File: src/rtl/gpr_decode.sv
module gpr_decode #(
  parameter int NUM_REGS  = 8,
  parameter int NUM_SPLIT = 4,
  localparam int CODE_W   = $clog2(NUM_REGS),
  localparam int SPLIT_W  = $clog2(NUM_SPLIT)
) (
  input  logic              byte_i,
  input  logic [CODE_W-1:0] code_i,
  output logic [CODE_W-1:0] idx_o,
  output logic              hi_o
);
  always_comb begin
    if (byte_i) begin
      idx_o = CODE_W'(code_i[SPLIT_W-1:0]);
      hi_o  = code_i[SPLIT_W];
    end else begin
      idx_o = code_i;
      hi_o  = 1'b0;
    end
  end
endmodule

File: src/rtl/gpr_store.sv
module gpr_store #(
  parameter int DATA_W   = 16,
  parameter int NUM_REGS = 8,
  localparam int CODE_W  = $clog2(NUM_REGS),
  localparam int HALF    = DATA_W / 2
) (
  input  logic                               clk,
  input  logic                               rst,
  input  logic                               we_i,
  input  logic                               byte_i,
  input  logic [CODE_W-1:0]                  idx_i,
  input  logic                               hi_i,
  input  logic [DATA_W-1:0]                  wdata_i,
  output logic [NUM_REGS-1:0][DATA_W-1:0]    regs_o
);
  logic [NUM_REGS-1:0][DATA_W-1:0] regs_q;
  logic [HALF-1:0] hi_src;

  // a byte write always sources its byte from the low lane of the write data
  assign hi_src = byte_i ? wdata_i[HALF-1:0] : wdata_i[DATA_W-1:HALF];

  for (genvar r = 0; r < NUM_REGS; r++) begin : g_reg
    logic sel, lo_en, hi_en;
    assign sel   = we_i && (idx_i == CODE_W'(r));
    assign lo_en = sel && (!byte_i || !hi_i);
    assign hi_en = sel && (!byte_i ||  hi_i);

    always_ff @(posedge clk) begin
      if (rst) begin
        regs_q[r] <= '0;
      end else begin
        if (lo_en) regs_q[r][HALF-1:0]      <= wdata_i[HALF-1:0];
        if (hi_en) regs_q[r][DATA_W-1:HALF] <= hi_src;
      end
    end
  end

  assign regs_o = regs_q;

  AST_IDLE_STABLE: assert property (@(posedge clk) disable iff (rst)
    !we_i |=> $stable(regs_q));
  AST_LOW_WRITE_KEEPS_HIGH: assert property (@(posedge clk) disable iff (rst)
    (we_i && byte_i && !hi_i) |=> regs_q[$past(idx_i)][DATA_W-1:HALF] == $past(regs_q[idx_i][DATA_W-1:HALF]));
  AST_HIGH_WRITE_KEEPS_LOW: assert property (@(posedge clk) disable iff (rst)
    (we_i && byte_i && hi_i) |=> regs_q[$past(idx_i)][HALF-1:0] == $past(regs_q[idx_i][HALF-1:0]));
  AST_HIGH_WRITE_LANDS: assert property (@(posedge clk) disable iff (rst)
    (we_i && byte_i && hi_i) |=> regs_q[$past(idx_i)][DATA_W-1:HALF] == $past(wdata_i[HALF-1:0]));
  AST_WORD_WRITE_LANDS: assert property (@(posedge clk) disable iff (rst)
    (we_i && !byte_i) |=> regs_q[$past(idx_i)] == $past(wdata_i));
endmodule

File: src/rtl/gpr_rdport.sv
module gpr_rdport #(
  parameter int DATA_W    = 16,
  parameter int NUM_REGS  = 8,
  parameter int NUM_SPLIT = 4,
  localparam int CODE_W   = $clog2(NUM_REGS),
  localparam int HALF     = DATA_W / 2
) (
  input  logic                            clk,
  input  logic                            rst,
  input  logic                            byte_i,
  input  logic [CODE_W-1:0]               code_i,
  input  logic [NUM_REGS-1:0][DATA_W-1:0] regs_i,
  output logic [DATA_W-1:0]               data_o
);
  logic [CODE_W-1:0] idx;
  logic              hi;
  logic [DATA_W-1:0] word, sel_d;

  gpr_decode #(.NUM_REGS(NUM_REGS), .NUM_SPLIT(NUM_SPLIT)) u_dec (
    .byte_i(byte_i), .code_i(code_i), .idx_o(idx), .hi_o(hi)
  );

  assign word = regs_i[idx];

  always_comb begin
    if (!byte_i)  sel_d = word;
    else if (hi)  sel_d = {{HALF{1'b0}}, word[DATA_W-1:HALF]};
    else          sel_d = {{HALF{1'b0}}, word[HALF-1:0]};
  end

  always_ff @(posedge clk) begin
    if (rst) data_o <= '0;
    else     data_o <= sel_d;
  end

  AST_BYTE_ZERO_EXTEND: assert property (@(posedge clk) disable iff (rst)
    byte_i |=> data_o[DATA_W-1:HALF] == '0);
  AST_READ_IS_OLD_VALUE: assert property (@(posedge clk) disable iff (rst)
    !byte_i |=> data_o == $past(regs_i[code_i]));
endmodule

File: src/rtl/gpr_file.sv
module gpr_file #(
  parameter int DATA_W    = 16,
  parameter int NUM_REGS  = 8,
  parameter int NUM_SPLIT = 4,
  localparam int CODE_W   = $clog2(NUM_REGS),
  localparam int NUM_RD   = 2
) (
  input  logic              clk,
  input  logic              rst,
  input  logic              wr_en,
  input  logic              wr_byte,
  input  logic [CODE_W-1:0] wr_code,
  input  logic [DATA_W-1:0] wr_data,
  input  logic              rd0_byte,
  input  logic [CODE_W-1:0] rd0_code,
  output logic [DATA_W-1:0] rd0_data,
  input  logic              rd1_byte,
  input  logic [CODE_W-1:0] rd1_code,
  output logic [DATA_W-1:0] rd1_data
);
  logic [CODE_W-1:0]               w_idx;
  logic                            w_hi;
  logic [NUM_REGS-1:0][DATA_W-1:0] regs;
  logic [NUM_RD-1:0]               rd_byte;
  logic [NUM_RD-1:0][CODE_W-1:0]   rd_code;
  logic [NUM_RD-1:0][DATA_W-1:0]   rd_data;

  gpr_decode #(.NUM_REGS(NUM_REGS), .NUM_SPLIT(NUM_SPLIT)) u_wdec (
    .byte_i(wr_byte), .code_i(wr_code), .idx_o(w_idx), .hi_o(w_hi)
  );

  gpr_store #(.DATA_W(DATA_W), .NUM_REGS(NUM_REGS)) u_store (
    .clk(clk), .rst(rst), .we_i(wr_en), .byte_i(wr_byte),
    .idx_i(w_idx), .hi_i(w_hi), .wdata_i(wr_data), .regs_o(regs)
  );

  assign rd_byte = {rd1_byte, rd0_byte};
  assign rd_code = {rd1_code, rd0_code};

  for (genvar p = 0; p < NUM_RD; p++) begin : g_rd
    gpr_rdport #(.DATA_W(DATA_W), .NUM_REGS(NUM_REGS), .NUM_SPLIT(NUM_SPLIT)) u_rd (
      .clk(clk), .rst(rst), .byte_i(rd_byte[p]), .code_i(rd_code[p]),
      .regs_i(regs), .data_o(rd_data[p])
    );
  end

  assign rd0_data = rd_data[0];
  assign rd1_data = rd_data[1];

  AST_RESET_CLEARS: assert property (@(posedge clk)
    rst |=> (rd0_data == '0 && rd1_data == '0));
  AST_PORTS_AGREE: assert property (@(posedge clk) disable iff (rst)
    (rd0_byte == rd1_byte && rd0_code == rd1_code) |=> rd0_data == rd1_data);
endmodule

File: config.mk
export PLATFORM = sky130hd
export DESIGN_NAME = gpr_file
export DESIGN_NICKNAME = d
export VERILOG_FILES = /design/src/rtl/gpr_decode.sv /design/src/rtl/gpr_store.sv /design/src/rtl/gpr_rdport.sv /design/src/rtl/gpr_file.sv
export SDC_FILE = /design/constraint.sdc
export NUM_CORES = 1
export LEC_CHECK = 0
export BUFFER_PORTS_ARGS = -buffer_cell sky130_fd_sc_hd__buf_2
export CAP_MARGIN = 20
export CORE_MARGIN = 2
export CORE_UTILIZATION = 39
export DETAILED_ROUTE_END_ITERATION = 10
export PLACE_DENSITY = 0.58
export SLEW_MARGIN = 20
export SYNTH_ARGS = -nofsm -noshare
export SYNTH_HDL_FRONTEND = slang
export SYNTH_SLANG_ARGS = --single-unit
File: constraint.sdc
create_clock -name clk -period 3.65 [get_ports clk]
set_clock_uncertainty 0.05 [all_clocks]
set_input_delay 0.5475 -clock clk [delete_from_list [all_inputs] [get_ports clk]]
set_output_delay 0.5475 -clock clk [all_outputs]
set_load 0.03 [all_outputs]
==> summary.txt <==
DP HPWL - 17330 um
DIE AREA - 22810 um2
worst-skew pair later-pin latency - 0.43 ns
Sequential Power Share - 44.7%
DR top layer - met4
grt total ovfl - 0
dominant synthesized flop cell - dfxtp_1
CP Class - in2reg
GRT Util Overall - 23.51%
share of layout cells above drive strength 1 - 26.93%
via count - 6959
routed vias/inst - 6.164
Synth cell types - 38
Setup crit end kind - flop
fmax - 511.1 MHz
Initial Utilization - 39.98%
CTS sink cnt - 160
drt drc - 0
crit-path cells - buf_2, and3b_2, buf_4, nand3_1, a21oi_1
met3 WL - 1951 um
routed length per placed instance - 23.02 um
WP buf/inv - 2
Diodes inserted - 0
Num CTS Buffers - 17
CTS tree - done
class of the worst hold path - in2reg
Multi-input gate area - 4644 um2
Worst Hold End - u_store.regs_o[52]
die width - 151.0 um
Worst Tran Pin Value - 0.9757 ns
final-layout fill cell count - 2037
Synth async-reset ratio - 0%
# rows - 53
Slew HR - 34.88%
Post-Syn Area - 8431 um2
Worst Path Arrival - 2.27 ns
Hold Path Origin - wr_data[4]
Max FO, Critical Path - 37
Core Footprint - 21090 um2
Routed Antenna Nets - 0
vias in the first global route - 6718
final WL - 25990 um
Tcrit/Tclk final - 53.61%
global-route wire length before repair - 40080 um
unrepaired setup endpoints after global routing - no
Root Buffer - clkbuf_16
CP max-delay cell - and3b_2
Static Leak - 0.003199 uW
CP delay by family, top - simple AND/OR/NAND/NOR gates
post-CTS setup buffers - 0
status - completed
DRT Pass-1 Iters - 5
Tmin final - 1.957 ns
Final Hold Fails - 0
metal2 WL - 11970 um
FF-to-FF End - g_rd[1].u_rd.data_o[10]
Comb pwr share - 12.8%
largest net degree at the start of global routing - 93
register area - 3203 um2
initial antenna violation count - 0
final std cells w/o fill - 1129
r2r setup slk - 2.28 ns
R2R depth - 3
port bufs - 62
slowest stage delay, CP - 0.81 ns
post-synthesis area per instance - 10.06 um2
CTS H-Tree Depth - 4
area grow syn2layout - 9.884%
Inst Count DP - 1098
clock network fraction of total power - 42.5%
io pins - 63
Req. time, crit path - 3.96 ns
Metal-1 WL - 11550 um
Switching Fraction - 26.89%
sequential cell area fraction in the yosys report - 37.99%
GP Congestion - 0.8847
Final Setup Violations - 0
yosys synthesis warning count - 0
P_int - 2986 uW
Nets - 873
clock-pin slew on the worst setup and hold paths - 0.06 ns
Max Transition Viols Final - 0
FF-to-FF Start - u_store.regs_o[58]
P per Cell Area - 440.9 nW/um2
worst hold stages - 3
# hold bufs at CTS - 0
post-route setup TNS - 0 ns
CTS resizes - 0
Synth Net Count - 869
hold_ws - 0.4108 ns
CP Launch Type - input port
Synth Instances - 838
max-capacitance violation count - 0
die height - 151.0 um
switching pwr - 1098 uW
VDD IR-drop max - 0.0002604 V
Post-synth EDFFs - 0
FF+latch count, synth - 160
maximum root-to-sink buffer count - 2
drt first-iter violations - 786
[routing by layer]
| metal | GRT usage, % | up-vias |
|---|---|---|
| li1 | - | 3182 |
| met1 | 33.26 | 3438 |
| met2 | 35.64 | 303 |
| met3 | 5.392 | 36 |
| met4 | 7.617 | 0 |
| met5 | 0 | - |
[flip-flops by register name, indices dropped and copies added (netlist names)]
name              cells
u_store.regs_o      128
g_rd.u_rd.data_o     32
[worst register-to-register path, cell delays in order (launching register included)]
cell     delay, ns
dfxtp_1       0.35
mux4_2        0.50
mux2i_1       0.28
nor2_1        0.08
[area by class of cell]
type | instances | share of cell area [%]
Clock inverter | 11 | 1.256
Inverter | 1 | 0.04052
Sequential cell | 160 | 34.58
Multi-Input combinational cell | 576 | 50.14
Tap cell | 275 | 3.714
Timing Repair Buffer | 86 | 5.457
Clock buffer | 20 | 4.822
[power by group through the flow]
| stage | logic (uW) | clock network, uW | registers (uW) |
|---|---|---|---|
| floorplan | 367 | 0 | 1870 |
| finish | 521 | 1740 | 1830 |
| detailed placement | 515 | 0 | 1860 |
| global placement | 513 | 0 | 1860 |
| CTS | 516 | 1750 | 1830 |
| global route | 555 | 1830 | 1830 |
[cells in the final DEF (no fill, tap or decap), types with 2 or more instances in the layout]
cell type,n
buf_2,61
clkbuf_16,17
nand3_1,32
clkinv_2,5
a31oi_1,32
mux2i_1,40
clkinvlp_4,3
or2_2,2
mux2_2,40
clkbuf_1,2
o31ai_1,16
mux4_2,64
nand2b_1,6
nor3_1,32
o22ai_1,16
bufinv_16,2
a211oi_1,32
a21oi_1,80
buf_4,24
o21ai_0,32
nand2_1,51
dfxtp_1,160
nor4_1,32
nor2_1,54
and4bb_2,2
[cell usage after synthesis, types with 37 or more instances]
library cell / n / share of area (%)
mux4_2: 64 / 17
clkbuf_1: 37 / 1.6
nor2_1: 54 / 2.4
mux2_2: 40 / 5.3
nand2_1: 51 / 2.3
a21oi_1: 80 / 4.7
dfxtp_1: 160 / 38
mux2i_1: 40 / 4.7
[stage by stage]
stage               worst slack [ns]  instance area, um2  utilization [%]  total power [uW]
global route                   1.569                9264            43.93              4215
floorplan                      2.000                8431                -              2239
global placement               1.283                8701            41.26              2377
detailed placement             1.302                8701            41.26              2379
CTS                            1.755                9264            43.93              4095
finish                         1.693                9264            43.93              4084
[worst max-delay path by stage]
stage          slack, ns  depth (start not counted)  startpoint             endpoint
2_1_floorplan       2.00                          5     wr_byte   u_store.regs_o[62]
3_3_place_gp        1.28                          5     wr_byte  u_store.regs_o[115]
3_5_place_dp        1.30                          5     wr_byte  u_store.regs_o[115]
4_1_cts             1.76                          5     wr_byte  u_store.regs_o[115]
5_1_grt             1.57                          5     wr_byte  u_store.regs_o[115]
6_report            1.69                          5     wr_byte  u_store.regs_o[115]
[logic make-up (layout without fill, tap and decap cells)]
group	Yosys count	after routing	synth area share, %
simple gates	222	222	12.99
compound gates	208	208	14.48
flops	160	160	37.99
mux	144	144	27.19
buf+inv	102	118	6.960
xor+xnor	2	2	0.3860
No activity file was read; power rests on OpenSTA's default activity.
